<file path="config.mk">
export PLATFORM = sky130hd
export DESIGN_NAME = uart_rx_dma
export DESIGN_NICKNAME = d
export VERILOG_FILES = /design/src/rtl/uart_rx_dma_pkg.sv /design/src/rtl/uart_rx_dma_fifo.sv /design/src/rtl/uart_rx_dma_regs.sv /design/src/rtl/uart_rx_dma_engine.sv /design/src/rtl/uart_rx_dma.sv
export SDC_FILE = /design/constraint.sdc
export NUM_CORES = 1
export LEC_CHECK = 0
export BUFFER_PORTS_ARGS = -buffer_cell sky130_fd_sc_hd__buf_2
export CAP_MARGIN = 10
export CORE_AREA = 8 8 113 115
export DETAILED_ROUTE_END_ITERATION = 16
export DIE_AREA = 0 0 121 123
export GPL_TIMING_DRIVEN = 0
export PLACE_DENSITY = 0.74
export SLEW_MARGIN = 20
export SYNTH_ARGS = -nofsm -noshare
export SYNTH_HDL_FRONTEND = slang
export SYNTH_HIERARCHICAL = 1
export SYNTH_SLANG_ARGS = --single-unit
</file>
<file path="constraint.sdc">
create_clock -name clk -period 2.7 [get_ports clk]
set_input_delay 0.135 -clock clk [delete_from_list [all_inputs] [get_ports clk]]
set_output_delay 0.135 -clock clk [all_outputs]
set_load 0.1 [all_outputs]
</file>
<file path="src/rtl/uart_rx_dma_pkg.sv">
`timescale 1ns/1ps
// Shared definitions for the UART receive DMA engine: register selector
// codes, control/status bit positions and the engine state type.
package uart_rx_dma_pkg;
    localparam int SEL_W = 3;

    localparam logic [SEL_W-1:0] SEL_CTRL = 3'd0;
    localparam logic [SEL_W-1:0] SEL_STAT = 3'd1;
    localparam logic [SEL_W-1:0] SEL_LEN  = 3'd2;
    localparam logic [SEL_W-1:0] SEL_CNT  = 3'd3;
    localparam logic [SEL_W-1:0] SEL_AHI  = 3'd4;
    localparam logic [SEL_W-1:0] SEL_ALO  = 3'd5;

    localparam int CTRL_EN   = 0;
    localparam int CTRL_IE   = 1;
    localparam int CTRL_GO   = 2;
    localparam int STAT_DONE = 0;
    localparam int STAT_LOSS = 1;

    typedef enum logic {
        ENG_IDLE = 1'b0,
        ENG_RUN  = 1'b1
    } eng_state_t;
endpackage

</file>
<file path="src/rtl/uart_rx_dma_fifo.sv">
`timescale 1ns/1ps
// Receive staging FIFO.
// Does: holds up to DEPTH bytes in arrival order; head shows the oldest.
// Assumes: caller never pushes when full nor pops when empty; flush wins
// over push and pop in the same cycle.
module uart_rx_dma_fifo #(
    parameter int DATA_W = 8,
    parameter int DEPTH  = 4
) (
    input  logic                       clk,
    input  logic                       rst_n,
    input  logic                       flush,
    input  logic                       push,
    input  logic [DATA_W-1:0]          push_data,
    input  logic                       pop,
    output logic [DATA_W-1:0]          head,
    output logic                       empty,
    output logic                       full,
    output logic [$clog2(DEPTH+1)-1:0] level
);
    localparam int PTR_W = (DEPTH > 1) ? $clog2(DEPTH) : 1;
    localparam int LVL_W = $clog2(DEPTH + 1);
    localparam logic [PTR_W-1:0] PTR_LAST = PTR_W'(DEPTH - 1);

    logic [DATA_W-1:0] store [DEPTH];
    logic [PTR_W-1:0]  wr_ptr;
    logic [PTR_W-1:0]  rd_ptr;

    // Advance a pointer with wrap at DEPTH (depth need not be a power of two).
    function automatic logic [PTR_W-1:0] ptr_next(input logic [PTR_W-1:0] p);
        return (p == PTR_LAST) ? '0 : p + PTR_W'(1);
    endfunction

    // Store an incoming byte at the write pointer.
    always_ff @(posedge clk) begin
        if (push && !flush) begin
            store[wr_ptr] <= push_data;
        end
    end

    // Move the pointers on push, pop and flush.
    always_ff @(posedge clk) begin
        if (!rst_n || flush) begin
            wr_ptr <= '0;
            rd_ptr <= '0;
        end else begin
            if (push) wr_ptr <= ptr_next(wr_ptr);
            if (pop)  rd_ptr <= ptr_next(rd_ptr);
        end
    end

    // Track the number of held bytes.
    always_ff @(posedge clk) begin
        if (!rst_n || flush) begin
            level <= '0;
        end else begin
            case ({push, pop})
                2'b10:   level <= level + LVL_W'(1);
                2'b01:   level <= level - LVL_W'(1);
                default: level <= level;
            endcase
        end
    end

    assign head  = store[rd_ptr];
    assign empty = (level == '0);
    assign full  = (level == LVL_W'(DEPTH));
endmodule

</file>
<file path="src/rtl/uart_rx_dma_regs.sv">
`timescale 1ns/1ps
// Software-visible register file of the receive DMA engine.
// Does: holds control, length and start address; keeps the sticky done and
// loss flags (write-one-to-clear, hardware set wins); decodes the start
// command; drives the combinational read mux.
// Assumes: set_done / set_loss are single-cycle pulses from the engine.
module uart_rx_dma_regs
    import uart_rx_dma_pkg::*;
#(
    parameter int DATA_W = 8,
    parameter int CNT_W  = DATA_W + 1
) (
    input  logic                clk,
    input  logic                rst_n,
    input  logic                reg_we,
    input  logic [SEL_W-1:0]    reg_sel,
    input  logic [DATA_W-1:0]   reg_wdata,
    input  logic                set_done,
    input  logic                set_loss,
    input  logic [CNT_W-1:0]    wr_count,
    output logic [DATA_W-1:0]   reg_rdata,
    output logic                enable,
    output logic                irq_en,
    output logic [DATA_W-1:0]   len_cfg,
    output logic [2*DATA_W-1:0] base_addr,
    output logic                start,
    output logic                done_flag,
    output logic                loss_flag
);
    logic [DATA_W-1:0] addr_hi;
    logic [DATA_W-1:0] addr_lo;
    logic              wr_ctrl;
    logic              wr_stat;

    assign wr_ctrl   = reg_we && (reg_sel == SEL_CTRL);
    assign wr_stat   = reg_we && (reg_sel == SEL_STAT);
    assign start     = wr_ctrl && reg_wdata[CTRL_GO];
    assign base_addr = {addr_hi, addr_lo};

    // Control bits: enable and interrupt enable.
    always_ff @(posedge clk) begin
        if (!rst_n) begin
            enable <= 1'b0;
            irq_en <= 1'b0;
        end else if (wr_ctrl) begin
            enable <= reg_wdata[CTRL_EN];
            irq_en <= reg_wdata[CTRL_IE];
        end
    end

    // Length and start-address registers.
    always_ff @(posedge clk) begin
        if (!rst_n) begin
            len_cfg <= '0;
            addr_hi <= '0;
            addr_lo <= '0;
        end else if (reg_we) begin
            if (reg_sel == SEL_LEN) len_cfg <= reg_wdata;
            if (reg_sel == SEL_AHI) addr_hi <= reg_wdata;
            if (reg_sel == SEL_ALO) addr_lo <= reg_wdata;
        end
    end

    // Sticky flags: hardware set has priority over a software clear.
    always_ff @(posedge clk) begin
        if (!rst_n) begin
            done_flag <= 1'b0;
            loss_flag <= 1'b0;
        end else begin
            done_flag <= set_done || (done_flag && !(wr_stat && reg_wdata[STAT_DONE]));
            loss_flag <= set_loss || (loss_flag && !(wr_stat && reg_wdata[STAT_LOSS]));
        end
    end

    // Read mux for the selected register.
    always_comb begin
        reg_rdata = '0;
        case (reg_sel)
            SEL_CTRL: begin
                reg_rdata[CTRL_EN] = enable;
                reg_rdata[CTRL_IE] = irq_en;
            end
            SEL_STAT: begin
                reg_rdata[STAT_DONE] = done_flag;
                reg_rdata[STAT_LOSS] = loss_flag;
            end
            SEL_LEN: reg_rdata = len_cfg;
            SEL_CNT: reg_rdata = DATA_W'(wr_count);
            SEL_AHI: reg_rdata = addr_hi;
            SEL_ALO: reg_rdata = addr_lo;
            default: reg_rdata = '0;
        endcase
    end
endmodule

</file>
<file path="src/rtl/uart_rx_dma_engine.sv">
`timescale 1ns/1ps
// Transfer sequencer of the receive DMA engine.
// Does: decides per cycle whether an arriving byte is pushed, dropped or
// ignored; issues memory writes from the FIFO head; steps the address and
// the written-byte count; signals completion on the final write.
// Assumes: fifo_full / fifo_empty are registered FIFO state; start flushes
// the FIFO in the same cycle.
module uart_rx_dma_engine
    import uart_rx_dma_pkg::*;
#(
    parameter int ADDR_W = 16,
    parameter int LEN_W  = 8
) (
    input  logic              clk,
    input  logic              rst_n,
    input  logic              start,
    input  logic              enable,
    input  logic [LEN_W-1:0]  len_cfg,
    input  logic [ADDR_W-1:0] base_addr,
    input  logic              rx_valid,
    input  logic              fifo_full,
    input  logic              fifo_empty,
    input  logic              mem_gnt,
    output logic              push,
    output logic              drop,
    output logic              pop,
    output logic              mem_req,
    output logic [ADDR_W-1:0] mem_addr,
    output logic [LEN_W:0]    wr_cnt,
    output logic [LEN_W-1:0]  len_lat,
    output logic              done_set
);
    localparam int CNT_W = LEN_W + 1;

    eng_state_t        state;
    logic [CNT_W-1:0]  acc_cnt;
    logic [CNT_W-1:0]  xfer_total;
    logic              accepting;
    logic              write;

    assign xfer_total = {1'b0, len_lat} + CNT_W'(1);
    assign accepting  = (state == ENG_RUN) && enable && (acc_cnt != xfer_total);
    assign push       = accepting && rx_valid && !fifo_full;
    assign drop       = accepting && rx_valid && fifo_full;
    assign mem_req    = (state == ENG_RUN) && !fifo_empty;
    assign write      = mem_req && mem_gnt;
    assign pop        = write;
    assign done_set   = write && (wr_cnt == {1'b0, len_lat});

    // Sequencer state, counters and working address.
    always_ff @(posedge clk) begin
        if (!rst_n) begin
            state    <= ENG_IDLE;
            acc_cnt  <= '0;
            wr_cnt   <= '0;
            mem_addr <= '0;
            len_lat  <= '0;
        end else if (start) begin
            state    <= ENG_RUN;
            acc_cnt  <= '0;
            wr_cnt   <= '0;
            mem_addr <= base_addr;
            len_lat  <= len_cfg;
        end else begin
            if (push) acc_cnt <= acc_cnt + CNT_W'(1);
            if (write) begin
                mem_addr <= mem_addr + ADDR_W'(1);
                wr_cnt   <= wr_cnt + CNT_W'(1);
            end
            if (done_set) state <= ENG_IDLE;
        end
    end
endmodule

</file>
<file path="src/rtl/uart_rx_dma.sv">
`timescale 1ns/1ps
// UART receive DMA engine, top level.
// Does: ties the register file, sequencer and receive FIFO together and
// drives the memory write port and the completion interrupt.
// Assumes: rx_valid is a single-cycle strobe per byte; the memory side
// completes a write in any cycle where mem_req and mem_gnt are both high.
module uart_rx_dma
    import uart_rx_dma_pkg::*;
#(
    parameter int DATA_W     = 8,
    parameter int FIFO_DEPTH = 4
) (
    input  logic                clk,
    input  logic                rst_n,
    input  logic                rx_valid,
    input  logic [DATA_W-1:0]   rx_byte,
    input  logic                reg_we,
    input  logic [SEL_W-1:0]    reg_sel,
    input  logic [DATA_W-1:0]   reg_wdata,
    output logic [DATA_W-1:0]   reg_rdata,
    output logic                mem_req,
    input  logic                mem_gnt,
    output logic [2*DATA_W-1:0] mem_addr,
    output logic [DATA_W-1:0]   mem_wdata,
    output logic                irq
);
    localparam int ADDR_W = 2 * DATA_W;
    localparam int LEN_W  = DATA_W;
    localparam int CNT_W  = LEN_W + 1;
    localparam int LVL_W  = $clog2(FIFO_DEPTH + 1);

    logic              start;
    logic              enable;
    logic              irq_en;
    logic              done_flag;
    logic              loss_flag;
    logic [LEN_W-1:0]  len_cfg;
    logic [LEN_W-1:0]  len_lat;
    logic [ADDR_W-1:0] base_addr;
    logic [CNT_W-1:0]  wr_cnt;
    logic              push;
    logic              drop;
    logic              pop;
    logic              done_set;
    logic              fifo_empty;
    logic              fifo_full;
    logic [LVL_W-1:0]  fifo_level;

    uart_rx_dma_regs #(
        .DATA_W (DATA_W),
        .CNT_W  (CNT_W)
    ) u_regs (
        .clk       (clk),
        .rst_n     (rst_n),
        .reg_we    (reg_we),
        .reg_sel   (reg_sel),
        .reg_wdata (reg_wdata),
        .set_done  (done_set),
        .set_loss  (drop),
        .wr_count  (wr_cnt),
        .reg_rdata (reg_rdata),
        .enable    (enable),
        .irq_en    (irq_en),
        .len_cfg   (len_cfg),
        .base_addr (base_addr),
        .start     (start),
        .done_flag (done_flag),
        .loss_flag (loss_flag)
    );

    uart_rx_dma_engine #(
        .ADDR_W (ADDR_W),
        .LEN_W  (LEN_W)
    ) u_engine (
        .clk        (clk),
        .rst_n      (rst_n),
        .start      (start),
        .enable     (enable),
        .len_cfg    (len_cfg),
        .base_addr  (base_addr),
        .rx_valid   (rx_valid),
        .fifo_full  (fifo_full),
        .fifo_empty (fifo_empty),
        .mem_gnt    (mem_gnt),
        .push       (push),
        .drop       (drop),
        .pop        (pop),
        .mem_req    (mem_req),
        .mem_addr   (mem_addr),
        .wr_cnt     (wr_cnt),
        .len_lat    (len_lat),
        .done_set   (done_set)
    );

    uart_rx_dma_fifo #(
        .DATA_W (DATA_W),
        .DEPTH  (FIFO_DEPTH)
    ) u_fifo (
        .clk       (clk),
        .rst_n     (rst_n),
        .flush     (start),
        .push      (push),
        .push_data (rx_byte),
        .pop       (pop),
        .head      (mem_wdata),
        .empty     (fifo_empty),
        .full      (fifo_full),
        .level     (fifo_level)
    );

    // Interrupt follows the completion flag when enabled.
    assign irq = done_flag && irq_en;
endmodule

</file>
==> results.yml <==
status:
  run_status: "finished, violations left"
  violations: "setup timing"
sta:
  slew_viol_final: 0
  tightest_slew_ps: 762
  relSlewSlack: 0.492
  rsz0062_at_grt: "true"
  max_freq_mhz: 354
  skew_ps: 8.87
  finalHoldViolations: 0
  min_period_ps: 2830
  setup_viol: 1
  fin_tns_setup_ps: -127
  fin_ws_ps: -127
  fin_crit_sh: 1.05
power_and_ir_drop:
  combPwrFrac: 0.052
  power.share.switching: 0.250
  static-leakage-power_nw: 2.50
  seqPwrFrac: 0.527
  ir_drop_mv: 0.371
  internal_power_mw: 2.48
  finalPower_mw: 3.31
  power_frac_clock: 0.421
  p_switching_mw: 0.826
  power.density_nw_per_um2: 492
layout:
  multi_input_area_sq_um: 2990
  final_common_cell: "dfxtp_1"
  finish.instance_area_sq_um: 6720
  fin_util: 0.607
  fill_cells: 880
  stdcell_count: 772
  drive_gt1_frac: 0.251
  nNetsFinal: 659
  diodes: 0
  final_cell_mix: "dfxtp_1 (74), buf_2 (60), nand2_1 (51), mux2i_1 (51), edfxtp_1 (32)"
  area_delta_synth_final_pct: 18.6
  ff_latch_area_sq_um: 2580
floorplan:
  design.die.area_sq_um: 14900
  coreArea_sq_um: 11100
  initial_core_util: 0.511
  die-width_um: 121
  rows: 39
  boundaryPins: 58
  die_h_um: 123
critical_path:
  cp-end-kind: "flip-flop"
  start_kind: "flip-flop"
  worst-path-max-fanout: 5
  worstRegToRegCells: 12
  crit_type: "reg2reg"
  required_ps: 2990
  critPathArrivalTime_ps: 3110
place:
  portBuffers: 57
  placedCellCount: 738
  gp_congestion: 0.869
  postPlaceCellArea_sq_um: 6170
  hpwl_mm: 9.60
route:
  final_antenna_net_count: 0
  drt_iter0_markers: 285
  post-route-drc-count: 0
  finalWirelength_mm: 13.6
  drt_first_pass_iters: 5
  routed_via_density: 5.55
  via_count: 4287
  wire_per_inst_um: 17.6
clock_tree:
  htreeDepth: 3
  clk_latency_ps: 350
  cts-root-buf: "clkbuf_16"
  tritoncts: "yes"
  cts_sinks: 112
  clk_path_buf_depth: 2
  cts_buffers: 9
  path_clk_slew_ps: 80
grt:
  track_usage: 0.183
  grt_overflow: 0
  grt_pass1_vias: 4399
  antenna_found_initial: 0
  grt_max_degree: 25
  grt_first_pass_wirelength_mm: 21.9
synthesis:
  netlist_area_sq_um: 5670
  ys_seq_elements: 112
  synth.avg_cell_area_sq_um: 10.5
  synthFlopType: "dfxtp_1"
  synth_cells: 538
  synth_cell_types: 69
  ys_warn_count: 6
  yosysSeqAreaShare: 0.452
  synth_nets: 573
  synthArstFlopShare: 0
  synth_edf_count: 32
worst_hold_path:
  min_path_type: "in2reg"
  hold_depth: 1
flow_run:
  drv_cap: 0
-- layer usage --
layer  GRT usage  routed length (um)  vias up
met4      0.0562                 175        0
met2       0.324                6880      117
met5           0                   0        -
met1       0.223                5970     2084
met3      0.0320                 600       14
li1            -                   -     2072
-- power groups by stage --
stage          Combinational (mW)  Clock (mW)  Sequential [mW]
2_1_floorplan              0.0978           0             1.79
3_3_place_gp                0.162           0             1.78
3_5_place_dp                0.166           0             1.78
4_1_cts                     0.172        1.42             1.74
5_1_grt                     0.186        1.47             1.74
6_report                    0.173        1.39             1.74
-- Yosys cell counts, types with 2 or more instances --
library cell,number,area (sq um)
dfxtp_1,80,1600
nand2_1,52,195
mux2i_1,51,510
edfxtp_1,32,961
nor2b_1,28,175
nor2_1,21,78.8
xor2_1,20,175
and2_1,19,119
o21ai_0,18,90.1
xnor2_1,16,140
inv_1,15,56.3
a21oi_1,14,70.1
nand2b_1,12,75.1
nand3_1,12,60.1
clkbuf_1,11,41.3
nor3_1,11,55.1
ha_1,10,125
mux4_2,9,203
nand4_1,9,56.3
a21boi_0,8,60.1
o22ai_1,8,50.1
buf_6,7,78.8
nand4b_1,5,43.8
o21a_1,4,30.0
a211oi_1,3,22.5
buf_2,3,15.0
buf_4,3,22.5
or2b_2,3,26.3
or3_1,3,18.8
a21o_1,2,15.0
a22oi_4,2,42.5
a31oi_1,2,12.5
and3_1,2,12.5
and3_2,2,15.0
and4bb_1,2,25.0
nand3b_1,2,15.0
nor3b_1,2,15.0
o211a_1,2,20.0
o21ai_1,2,10.0
o311a_1,2,20.0
-- sequential cells by signal, indices dropped and copies added (netlist names), named ones only --
signal,count
u_engine/acc_cnt,9
u_engine/len_lat,8
u_engine/mem_addr,16
u_engine/state,1
u_engine/wr_cnt,9
u_fifo/level,3
u_fifo/rd_ptr,2
u_fifo/store,32
u_fifo/wr_ptr,2
u_regs/addr_hi,8
u_regs/addr_lo,8
u_regs/done_flag,1
u_regs/enable,1
u_regs/irq_en,1
u_regs/len_cfg,8
u_regs/loss_flag,1
-- through the flow --
| stage | hold slack [ps] | setup WS, ps |
|---|---|---|
| 6_report | 5.88 | -127 |
| 5_1_grt | 4.11 | -181 |
| 4_1_cts | 0.477 | -87.5 |
| 3_5_place_dp | 355 | -375 |
| 3_3_place_gp | 345 | -211 |
| 2_1_floorplan | 234 | 16.4 |
-- cells by family (layout without fill, tap and decap cells) --
logic type | count (synthesis) | in the layout | synth area share
AND/OR/NAND/NOR | 201 | 201 | 0.202
flip-flops | 112 | 112 | 0.452
AO/OA/AOI/OAI | 77 | 77 | 0.0985
multiplexers | 60 | 60 | 0.126
buffers and inverters | 41 | 132 | 0.0402
XOR/XNOR | 36 | 36 | 0.0557
adder cells (fa/ha/maj) | 11 | 11 | 0.0256
-- worst max-delay path, cell delays in order (launching register included) --
cell and delay, ps:
dfxtp_4 380, or4b_4 530, a211oi_4 290, nor2_4 80
a22oi_4 170, nand2_2 100, inv_2 80, ha_4 140
inv_2 40, fa_2 330, xor2_1 160, or3_1 330
a21oi_1 120
-- cell type report --
class	instances	area share
buffer	26	0.0255
clock buffer	9	0.0335
clock inverter	7	0.0142
inverter	15	0.00838
multi-input combinational	385	0.444
sequential	112	0.384
tap	143	0.0266
timing repair buffer	75	0.0640
-- what timing repair did --
| item | 4_1_cts | 5_1_grt |
|---|---|---|
| pin swaps | 6 | 6 |
| setup buffers | 8 | 6 |
| endpoints found under the setup margin | 34 | 34 |
| hold endpoints to repair | 15 | 0 |
| hold buffers | 4 | 0 |
| resized for setup | 6 | 20 |
-- worst paths after layout --
path	slack (ps)	from	end
setup / recovery	-130	u_engine/len_lat[7]$_SDFFE_PN0P_	u_fifo/level[2]$_SDFFE_PP0P_
hold / removal	6	rx_byte[2]	u_fifo/store[0][2]$_DFFE_PP_
setup reg to reg	-130	u_engine/len_lat[7]$_SDFFE_PN0P_	u_fifo/level[2]$_SDFFE_PP0P_
hold reg to reg	490	u_regs/addr_lo[2]$_SDFFE_PN0P_	u_regs/addr_lo[2]$_SDFFE_PN0P_
(Power assumes the default switching activity.)
